`src/rtl/ffc_sel_pkg.sv`:
```
package ffc_sel_pkg;

  localparam int unsigned NUM_CAPS = 3;
  localparam int unsigned NUM_PAT  = 1 << NUM_CAPS;
  localparam int unsigned PAT_W    = NUM_CAPS;
  localparam int unsigned LVL_W    = $clog2(NUM_CAPS + 1);

  function automatic longint isqrt(input longint n);
    longint r;
    longint t;
    r = 0;
    for (int b = 31; b >= 0; b--) begin
      t = r | (longint'(1) << b);
      if (t * t <= n) r = t;
    end
    return r;
  endfunction

  // gate k (1-based) sits at bit NUM_CAPS-k of the pattern index
  function automatic int gate_bit(input int pat, input int k);
    return (pat >> (NUM_CAPS - k)) & 1;
  endfunction

  function automatic int cap_coef(input int pat, input int k);
    if (k == 1) return gate_bit(pat, 1);
    return gate_bit(pat, k) - gate_bit(pat, k - 1);
  endfunction

  function automatic int pat_level(input int pat);
    int c;
    c = 0;
    for (int k = 0; k < int'(NUM_CAPS); k++) c += (pat >> k) & 1;
    return c;
  endfunction

  // unit direction component scaled by 2^frac_w; axis 0 = V2, 1 = V3
  function automatic longint dir_comp(input int pat, input int axis,
                                      input int cap_ratio, input int frac_w);
    longint rx;
    longint ry;
    longint r;
    longint len2;
    longint mag;
    rx   = longint'(cap_ratio * cap_coef(pat, 2));
    ry   = longint'(cap_coef(pat, 3));
    len2 = rx * rx + ry * ry;
    if (len2 == 0) return 0;
    r   = (axis == 0) ? rx : ry;
    mag = isqrt(((r * r) << (2 * frac_w)) / len2);
    return (r < 0) ? -mag : mag;
  endfunction

endpackage

```
`src/rtl/ffc_err_cond.sv`:
```
module ffc_err_cond #(
  parameter int unsigned ERR_W = 16
) (
  input  logic signed [ERR_W-1:0] err_v2_i,
  input  logic signed [ERR_W-1:0] err_v3_i,
  input  logic                    neg_i,
  output logic signed [ERR_W:0]   ex_o,
  output logic signed [ERR_W:0]   ey_o
);
  logic signed [ERR_W:0] ex_ext;
  logic signed [ERR_W:0] ey_ext;

  // one guard bit so negating the most negative code cannot wrap
  assign ex_ext = {err_v2_i[ERR_W-1], err_v2_i};
  assign ey_ext = {err_v3_i[ERR_W-1], err_v3_i};
  assign ex_o   = neg_i ? -ex_ext : ex_ext;
  assign ey_o   = neg_i ? -ey_ext : ey_ext;
endmodule

```
`src/rtl/ffc_dir_dot.sv`:
```
module ffc_dir_dot
  import ffc_sel_pkg::*;
#(
  parameter int unsigned PAT       = 0,
  parameter int unsigned ERR_W     = 16,
  parameter int unsigned FRAC_W    = 14,
  parameter int unsigned CAP_RATIO = 2,
  parameter int unsigned DOT_W     = ERR_W + FRAC_W + 4
) (
  input  logic signed [ERR_W:0]   ex_i,
  input  logic signed [ERR_W:0]   ey_i,
  output logic signed [DOT_W-1:0] dot_o
);
  localparam int unsigned K_W = FRAC_W + 2;
  localparam longint CX = dir_comp(int'(PAT), 0, int'(CAP_RATIO), int'(FRAC_W));
  localparam longint CY = dir_comp(int'(PAT), 1, int'(CAP_RATIO), int'(FRAC_W));
  localparam logic signed [K_W-1:0] KX = CX[K_W-1:0];
  localparam logic signed [K_W-1:0] KY = CY[K_W-1:0];

  logic signed [DOT_W-1:0] px;
  logic signed [DOT_W-1:0] py;

  assign px    = DOT_W'(ex_i) * DOT_W'(KX);
  assign py    = DOT_W'(ey_i) * DOT_W'(KY);
  assign dot_o = px + py;
endmodule

```
`src/rtl/ffc_pick.sv`:
```
module ffc_pick
  import ffc_sel_pkg::*;
#(
  parameter int unsigned DOT_W = 34
) (
  input  logic signed [DOT_W-1:0] dot_i [NUM_PAT],
  input  logic [LVL_W-1:0]        level_i,
  output logic [PAT_W-1:0]        pat_o
);
  logic [NUM_PAT-1:0] cand;

  for (genvar p = 0; p < NUM_PAT; p++) begin : g_cand
    localparam logic [LVL_W-1:0] PLVL = LVL_W'(pat_level(p));
    assign cand[p] = (PLVL == level_i);
  end

  // strict compare from index 0 upward keeps the lowest index on ties
  always_comb begin
    logic                    found;
    logic signed [DOT_W-1:0] best;
    found = 1'b0;
    best  = '0;
    pat_o = '0;
    for (int p = 0; p < int'(NUM_PAT); p++) begin
      if (cand[p] && (!found || dot_i[p] > best)) begin
        best  = dot_i[p];
        pat_o = PAT_W'(p);
        found = 1'b1;
      end
    end
  end
endmodule

```
`src/rtl/ffc_state_sel.sv`:
```
module ffc_state_sel
  import ffc_sel_pkg::*;
#(
  parameter int unsigned ERR_W     = 16,
  parameter int unsigned FRAC_W    = 14,
  parameter int unsigned CAP_RATIO = 2
) (
  input  logic                    clk_i,
  input  logic                    rst_ni,
  input  logic                    start_i,
  input  logic signed [ERR_W-1:0] err_v2_i,
  input  logic signed [ERR_W-1:0] err_v3_i,
  input  logic                    cur_neg_i,
  input  logic [LVL_W-1:0]        level_i,
  output logic [PAT_W-1:0]        gates_o,
  output logic                    valid_o
);
  localparam int unsigned DOT_W = ERR_W + FRAC_W + 4;

  logic signed [ERR_W:0]   ex;
  logic signed [ERR_W:0]   ey;
  logic signed [DOT_W-1:0] dots [NUM_PAT];
  logic [PAT_W-1:0]        pat_sel;
  logic [PAT_W-1:0]        gates_q;
  logic                    valid_q;

  ffc_err_cond #(.ERR_W(ERR_W)) i_err_cond (
    .err_v2_i (err_v2_i),
    .err_v3_i (err_v3_i),
    .neg_i    (cur_neg_i),
    .ex_o     (ex),
    .ey_o     (ey)
  );

  for (genvar p = 0; p < NUM_PAT; p++) begin : g_dot
    ffc_dir_dot #(
      .PAT       (p),
      .ERR_W     (ERR_W),
      .FRAC_W    (FRAC_W),
      .CAP_RATIO (CAP_RATIO),
      .DOT_W     (DOT_W)
    ) i_dot (
      .ex_i  (ex),
      .ey_i  (ey),
      .dot_o (dots[p])
    );
  end

  ffc_pick #(.DOT_W(DOT_W)) i_pick (
    .dot_i   (dots),
    .level_i (level_i),
    .pat_o   (pat_sel)
  );

  always_ff @(posedge clk_i or negedge rst_ni) begin
    if (!rst_ni) begin
      gates_q <= '0;
      valid_q <= 1'b0;
    end else begin
      valid_q <= start_i;
      if (start_i) gates_q <= pat_sel;
    end
  end

  assign gates_o = gates_q;
  assign valid_o = valid_q;
endmodule

```
`config.mk`:
```
export PLATFORM = sky130hd
export DESIGN_NAME = ffc_state_sel
export DESIGN_NICKNAME = d
export VERILOG_FILES = /design/src/rtl/ffc_sel_pkg.sv /design/src/rtl/ffc_err_cond.sv /design/src/rtl/ffc_dir_dot.sv /design/src/rtl/ffc_pick.sv /design/src/rtl/ffc_state_sel.sv
export SDC_FILE = /design/constraint.sdc
export NUM_CORES = 1
export LEC_CHECK = 0
export BUFFER_PORTS_ARGS = -buffer_cell sky130_fd_sc_hd__buf_2
export CAP_MARGIN = 5
export CORE_MARGIN = 1
export CORE_UTILIZATION = 50
export CTS_CLUSTER_SIZE = 16
export DETAILED_ROUTE_END_ITERATION = 8
export GPL_TIMING_DRIVEN = 1
export PLACE_DENSITY = 0.64
export SYNTH_ARGS = -nofsm -noshare
export SYNTH_HDL_FRONTEND = slang
export SYNTH_SLANG_ARGS = --single-unit
```
`constraint.sdc`:
```
create_clock -name clk_i -period 1.07 [get_ports clk_i]
set_input_delay 0.107 -clock clk_i [delete_from_list [all_inputs] [get_ports clk_i]]
set_output_delay 0.107 -clock clk_i [all_outputs]
set_load 0.02 [all_outputs]
```
==> results of run 1 <==
==> how the worst min path moves through the flow <==
stage	slack, ns	cells past startpoint	to	from
2_1_floorplan	-0.19	0	gates_o[0]	rst_ni
3_3_place_gp	-0.07	1	valid_o	rst_ni
3_5_place_dp	-0.07	1	valid_o	rst_ni
4_1_cts	0.22	2	valid_o	start_i
5_1_grt	0.23	2	valid_o	start_i
6_report	0.23	2	valid_o	rst_ni
==> layer usage <==
layer / vias to the layer above / global-route usage (%) / share of wire (%)
met1: 12000 / 47.2 / 45
li1: 11700 / - / -
met5: - / 0 / 0
met3: 131 / 3.81 / 5.4
met4: 0 / 11.5 / 3.9
met2: 638 / 57.6 / 46
==> logic make-up after synthesis <==
family	after synthesis	share of synthesized area, %
AO/OA/AOI/OAI	594	15.7
XOR/XNOR	288	10.3
adder cells (fa/ha/maj)	879	53.5
buffers and inverters	562	8.47
flip-flops	4	0.401
multiplexers	17	0.777
AND/OR/NAND/NOR	556	10.8
==> through the flow <==
step | hold WS, ns | cell area, sq um | cells | setup WS, ns | util [%]
after floorplan | -0.189 | 25400 | 2900 | -14.39 | -
after global placement | -0.0717 | 33000 | 4475 | -15.26 | 67.2
after detailed placement | -0.0682 | 33000 | 4475 | -15.79 | 67.2
after CTS | 0.224 | 34100 | 4526 | -14.50 | 69.5
after global routing | 0.230 | 34500 | 4547 | -15.38 | 70.3
final | 0.229 | 34500 | 4547 | -14.99 | 70.3
==> Yosys cell counts, drive strengths merged, types with 12 or more instances <==
library cell  count  area (sq um)
ha              564          7060
inv             523          1960
fa              315          6310
xnor2           231          2040
nor2            168           631
a21oi           158           791
nand2           135           512
a21o            106           797
o21ai           101           505
xor2             57           533
o21a             48           360
nor3             44           231
nand3            34           170
nand2b           29           181
nor2b            29           181
clkbuf           25          93.8
nand4            25           156
o21bai           20           150
a211oi           19           143
a31oi            19           119
or3              18           118
and3             14          87.6
nor4             13          87.6
o31ai            13           108
o22ai            12          75.1
or2              12          75.1
==> final cells by class <==
cell class | instances | area, sq um
fill | 4016 | 14600
antenna | 2 | 5.00
sequential | 4 | 100
multi-input combinational | 2334 | 23800
inverter | 527 | 1990
tap | 664 | 831
clock buffer | 3 | 75.1
timing repair buffer | 1013 | 7660
==> flip-flops by register name (all words and copies together), names as in the netlist <==
signal   cells
gates_o      3
valid_o      1
==> timing repair <==
action	in CTS	in global routing
resized for setup	126	45
setup buffers	48	19
gates cloned	0	0
pin swaps	91	64
endpoints found under the hold margin	4	0
hold buffers	1	0
endpoints found under the setup margin	3	3
==> impl_results.md, run 1 <==
* Outcome: complete, but fails checks
* Failing checks: setup timing
* CP max FO at 6
* Max_slew headroom at ~53%
* Worst setup margin at -14.99 ns
* Req. time, crit path at 1.18 ns
* First-pass GRT wire length at about 140,000 microns
* H-Tree Depth at 1
* Core Box Area at 49,100 sq um
* Top delay family on crit path: compound AO/OA/AOI/OAI gates
* Crit path largest cell delay at 0.60 ns
* Worst Hold Class: in -> async
* Synth Register Bits at 4
* Reg2reg path depth at 2
* Beginning of the critical path: err_v2_i[4]
* Cell Area, Synth at 25,000 sq um
* Setup TNS at -44.89 ns
* Crit path to: gates_o[0]
* Fraction of registers with async set/reset at 100%
* Post-synth top flop: dfrtp_1
* FF-to-FF Start: gates_o[2]
* DR vias at 24,500
* Routed len/inst at approximately 19 microns
* I/O pin count at 42
* Unique masters post-synth at 81
* Post-route minimum period at 16.06 ns
* Fmax at a little over 60 MHz
* CP most frequent cell: buf_4
* Setup violators final at 3
* Yosys Warn Count at 0
* Vias in the first global route at 25,400
* Unrepaired setup endpoints after global routing: yes
* Initial core utilization at 50.9%
* Gate count after technology mapping at about 2,900
* Die height at 225 microns
* Slowest stage cell on the critical path: or4_4
* Post-synth EDFFs at 0
* Post-DP HPWL at 75,400 microns
* Fin. Hold Viols at 0
* Sequential-to-total area share from yosys stat at 0.401%
* Final Max Slew Viols at 0
* Initial antenna violation count at 2
* Final net count at 4,800
* Via/cell ratio at 5.38
* Most common cell after layout, fill and taps aside: buf_4
* Share of cells above drive strength 1 at approximately 31%
* Clock transition at path regs at 0.03 ns
* Die X at 225 microns
* DR DRC count at 0
* GRT Util Overall at 34.8%
* Most frequent cells in the layout: buf_4, ha_1, inv_1
* Max Cap Viol at 0
* RR Endpoint: gates_o[2]
* Clk sink count at 4
* Crit share post-route at 1500%
* DRT antenna net count at 0
* Area grow syn2layout at 38.2%
* Routed WL at 86,600 microns
* GP Congestion at 0.991
* First-pass DRT Iterations at 6
* WP depth at between 80 and 90
* Worst Setup End Kind: flop
* Startpoint class of the critical path: input pin
* Internal reg-to-reg setup slack at 0.27 ns
* FP Rows at 81
* Num CTS Buffers at 3
* Skew final at 0 ns
* Crit path DAT at 16.17 ns
* Grt ovf at 0
* Worst skew pair latency at approximately 0.23 ns
* Clk buf depth at 2
* Crit path buf inv count at 29
* CTS root buf: clkbuf_16
* Synth Area per Inst at approximately 8.6 sq um
* Die area at 50,800 sq um
* DRT iter0 DRCs at 1,595
* TritonCTS clock tree: yes
* Largest net degree at the start of global routing at 44
* Port bufs at 41
* Crit Path Class: in -> reg
* Worst Max-Slew Pin Slew at 0.701 ns
* Syn Nets at approximately 3,800
Power of run 1 is not shown: default switching activity piles up to over one toggle a cycle in this logic, so the estimate is an artifact.
==> run 2, diff against run 1 <==
ABC_AREA = 1   (was unset)
CORE_UTILIZATION = 66   (was 50)
GPL_TIMING_DRIVEN = 0   (was 1)
PLACE_DENSITY = 0.81   (was 0.64)
==> impl_results.md, run 2 <==
* Final Max Slew Viols at 0 (unchanged)
* DRT antenna net count at 0 (unchanged)
* Top-count cell post-synth: inv_1
* Cell Area, Synth at 25,500 sq um (+2.2%)
* Post-route minimum period at 16.19 ns (+0.130 ns)
* Most common cell after layout, fill and taps aside: inv_1
* Port bufs at 41 (unchanged)
* Routed WL at 98,500 microns (+14%)
* Number of fillers in the final layout at 2,325 (-42%)
* Die height at 199 microns (-12%)
* CP max FO at 10 (+4)
* Worst setup margin at -15.12 ns (-0.130 ns)
* Req. time, crit path at 1.22 ns (+0.04 ns)
* Outcome: complete, but fails checks
* Final net count at 4,450 (-7.3%)
* Area grow syn2layout at 21.5%
* Yosys Warn Count at 0 (unchanged)
* Yosys top cell area share at 27.7% (-0.61 points)
* DR vias at 25,500 (+4.3%)
* Initial core utilization at 67.4% (+17 points)
* TritonCTS clock tree: yes
* Post-DP HPWL at 67,800 microns (-10%)
* Failing checks: DRC, setup timing
* Fmax at 61.8 MHz (-0.80%)
* GP Congestion at 1.04 (+4.5%)
* Worst Max-Slew Pin Slew at 0.967 ns (+0.266 ns)
* Largest net degree at the start of global routing at 29 (-34%)
* Via/cell ratio at 6.32 (+17%)
* Area of the multi-input gates at 25,100 sq um (+5.3%)
* Crit Path Class: in -> reg
* Fin. Hold Viols at 0 (unchanged)
* Synth Area per Inst at 7.74 sq um (-10%)
* Slowest stage cell on the critical path: fa_1
* Startpoint class of the critical path: input pin
* GRT Util Overall at 46.2% (+11 points)
* Worst Hold Class: in -> reg
* Unique masters post-synth at 64 (-21%)
* Most frequent cells in the layout: inv_1, ha_1, nand2_1
* Post-synth top cells: inv_1, ha_1, nand2_1
* Synth area leader: ha_1
* Sequential-to-total area share from yosys stat at 0.392% (-0.0086 points)
* Core Util, Final at 81.9% (+12 points)
* Gate count after technology mapping at 3,296 (+14%)
* Vias in the first global route at 25,000 (-1.4%)
* Sequential cell area at 100 sq um (unchanged)
* Share of cells above drive strength 1 at 19.5% (-12 points)
* Reg2reg path depth at 3 (+1)
* Grt ovf at 0 (unchanged)
* Worst Hold Depth at 1
* FP Rows at 71 (-12%)
* Skew final at 0 ns (unchanged)
* Crit path largest cell delay at 0.60 ns (about the same)
* Worst Setup End Kind: flop
* Clock transition at path regs at 0.03 ns (about the same)
* First-pass DRT Iterations at 9 (+3)
* Max Cap Viol at 0 (unchanged)
* Internal reg-to-reg setup slack at 0.21 ns (-0.06 ns)
* Clk sink count at 4 (unchanged)
* Crit path DAT at 16.34 ns (+0.17 ns)
* Max_slew headroom at 33.9% (-19 points)
* I/O pin count at 42 (unchanged)
* Worst skew pair latency at 0.22 ns (about the same)
* Initial antenna violation count at 0 (-2)
* Core Box Area at 37,800 sq um (-23%)
* Syn Nets at 4,213 (+10%)
* DR DRC count at 6 (+6)
* Synth Register Bits at 4 (unchanged)
* Post-synth top flop: dfrtp_1
* DRT iter0 DRCs at 3,030 (+90%)
* Fraction of registers with async set/reset at 100% (unchanged)
* Largest cells by area after synthesis: ha_1, fa_1, inv_1
* CTS root buf: clkbuf_16
* Crit share post-route at 1510% (+12 points)
* Routed len/inst at 24.4 microns (+28%)
* Die X at 199 microns (-12%)
* Num CTS Buffers at 3 (unchanged)
* First-pass GRT wire length at 137,000 microns (+0.55%)
* Post-synth EDFFs at 0 (unchanged)
* Setup violators final at 3 (unchanged)
* Die area at 39,400 sq um (-22%)
* Number of flip-flops in the largest register at 3 (unchanged)
* # diodes at 0 (-2)
* Unrepaired setup endpoints after global routing: yes
* Clk buf depth at 2 (unchanged)
* H-Tree Depth at 1 (unchanged)
==> run 2: cell types whose count changed in the layout (fill, tap and decap cells not counted), sizes merged, moves of 52 or more <==
cell | before | now
a21o | 106 | 28
a21oi | 158 | 237
buf | 1012 | 248
inv | 523 | 708
nand2 | 135 | 470
nand3 | 34 | 86
o21ai | 101 | 162
xnor2 | 231 | 71
xor2 | 57 | 197
==> run 2: worst max-delay path, delay by kind of cell <==
family / cells / cell delay [ns]
xor gates and xnor gates: 4 / 1.30
buffers and inverters: 18 / 2.35
adders and majority gates: 12 / 4.29
AOI/OAI and AO/OA: 17 / 3.11
and+or+nand+nor: 36 / 5.09
==> run 2: through the flow <==
| step | setup slack [ns] | std cells | setup TNS [ns] | hold WS, ns | instance area, sq um |
|---|---|---|---|---|---|
| final | -15.12 | 4042 | -45.20 | 0.0489 | 31000 |
| after global routing | -15.35 | 4042 | -45.95 | 0.0571 | 31000 |
| after CTS | -14.03 | 3982 | -41.99 | 0.0481 | 29600 |
| after detailed placement | -17.40 | 3848 | -52.00 | -0.0817 | 26800 |
| after global placement | -17.24 | 3848 | -51.60 | -0.0907 | 26800 |
| after floorplan | -12.28 | 3296 | -36.75 | -0.189 | 26000 |
==> run 2: logic make-up (layout without fill, tap and decap cells) <==
kind of cell / count (synthesis) / after routing / synth area share [%]
xor+xnor: 268 / 268 / 9.23
buf+inv: 754 / 989 / 11.3
compound gates: 537 / 537 / 12.3
fa+ha+maj: 879 / 879 / 52.4
flops: 4 / 4 / 0.392
simple gates: 854 / 854 / 14.4
==> run 2: cell type report <==
type / count / share of cell area (%)
multi-input cells: 2538 / 81.0
inverters: 719 / 9.00
repair buffers: 233 / 6.04
well taps: 511 / 2.06
plain buffers: 34 / 1.36
flip-flops and latches: 4 / 0.323
clock buffers: 3 / 0.242
==> run 2: timing repair <==
action / 4_1_cts / 5_1_grt
buffers inserted: 128 / 60
gates resized for setup: 334 / 196
pin swaps: 136 / 147
endpoints found under the setup margin: 3 / 3
endpoints found under the hold margin: 4 / 0
gates cloned: 3 / 0
hold buffers: 1 / 0
==> run 2: per-layer routing <==
| layer | vias up | part of all wire (%) | global-route usage [%] | wire length, microns |
|---|---|---|---|---|
| met5 | - | 0.055 | 0 | 54 |
| li1 | 11100 | - | - | - |
| met4 | 2 | 9.3 | 28.9 | 9200 |
| met3 | 636 | 13 | 12.4 | 13300 |
| met2 | 1841 | 41 | 70.0 | 40700 |
| met1 | 12000 | 36 | 58.5 | 35300 |
==> run 2: worst paths after layout <==
kind	startpoint	to
setup / recovery	err_v3_i[0]	gates_o[2]
hold / removal	start_i	valid_o
setup reg to reg	gates_o[1]	gates_o[1]
hold reg to reg	gates_o[0]	gates_o[0]
max in group asynchronous	rst_ni	valid_o
min in group asynchronous	rst_ni	gates_o[1]
Power of run 2 is left out for the same reason.
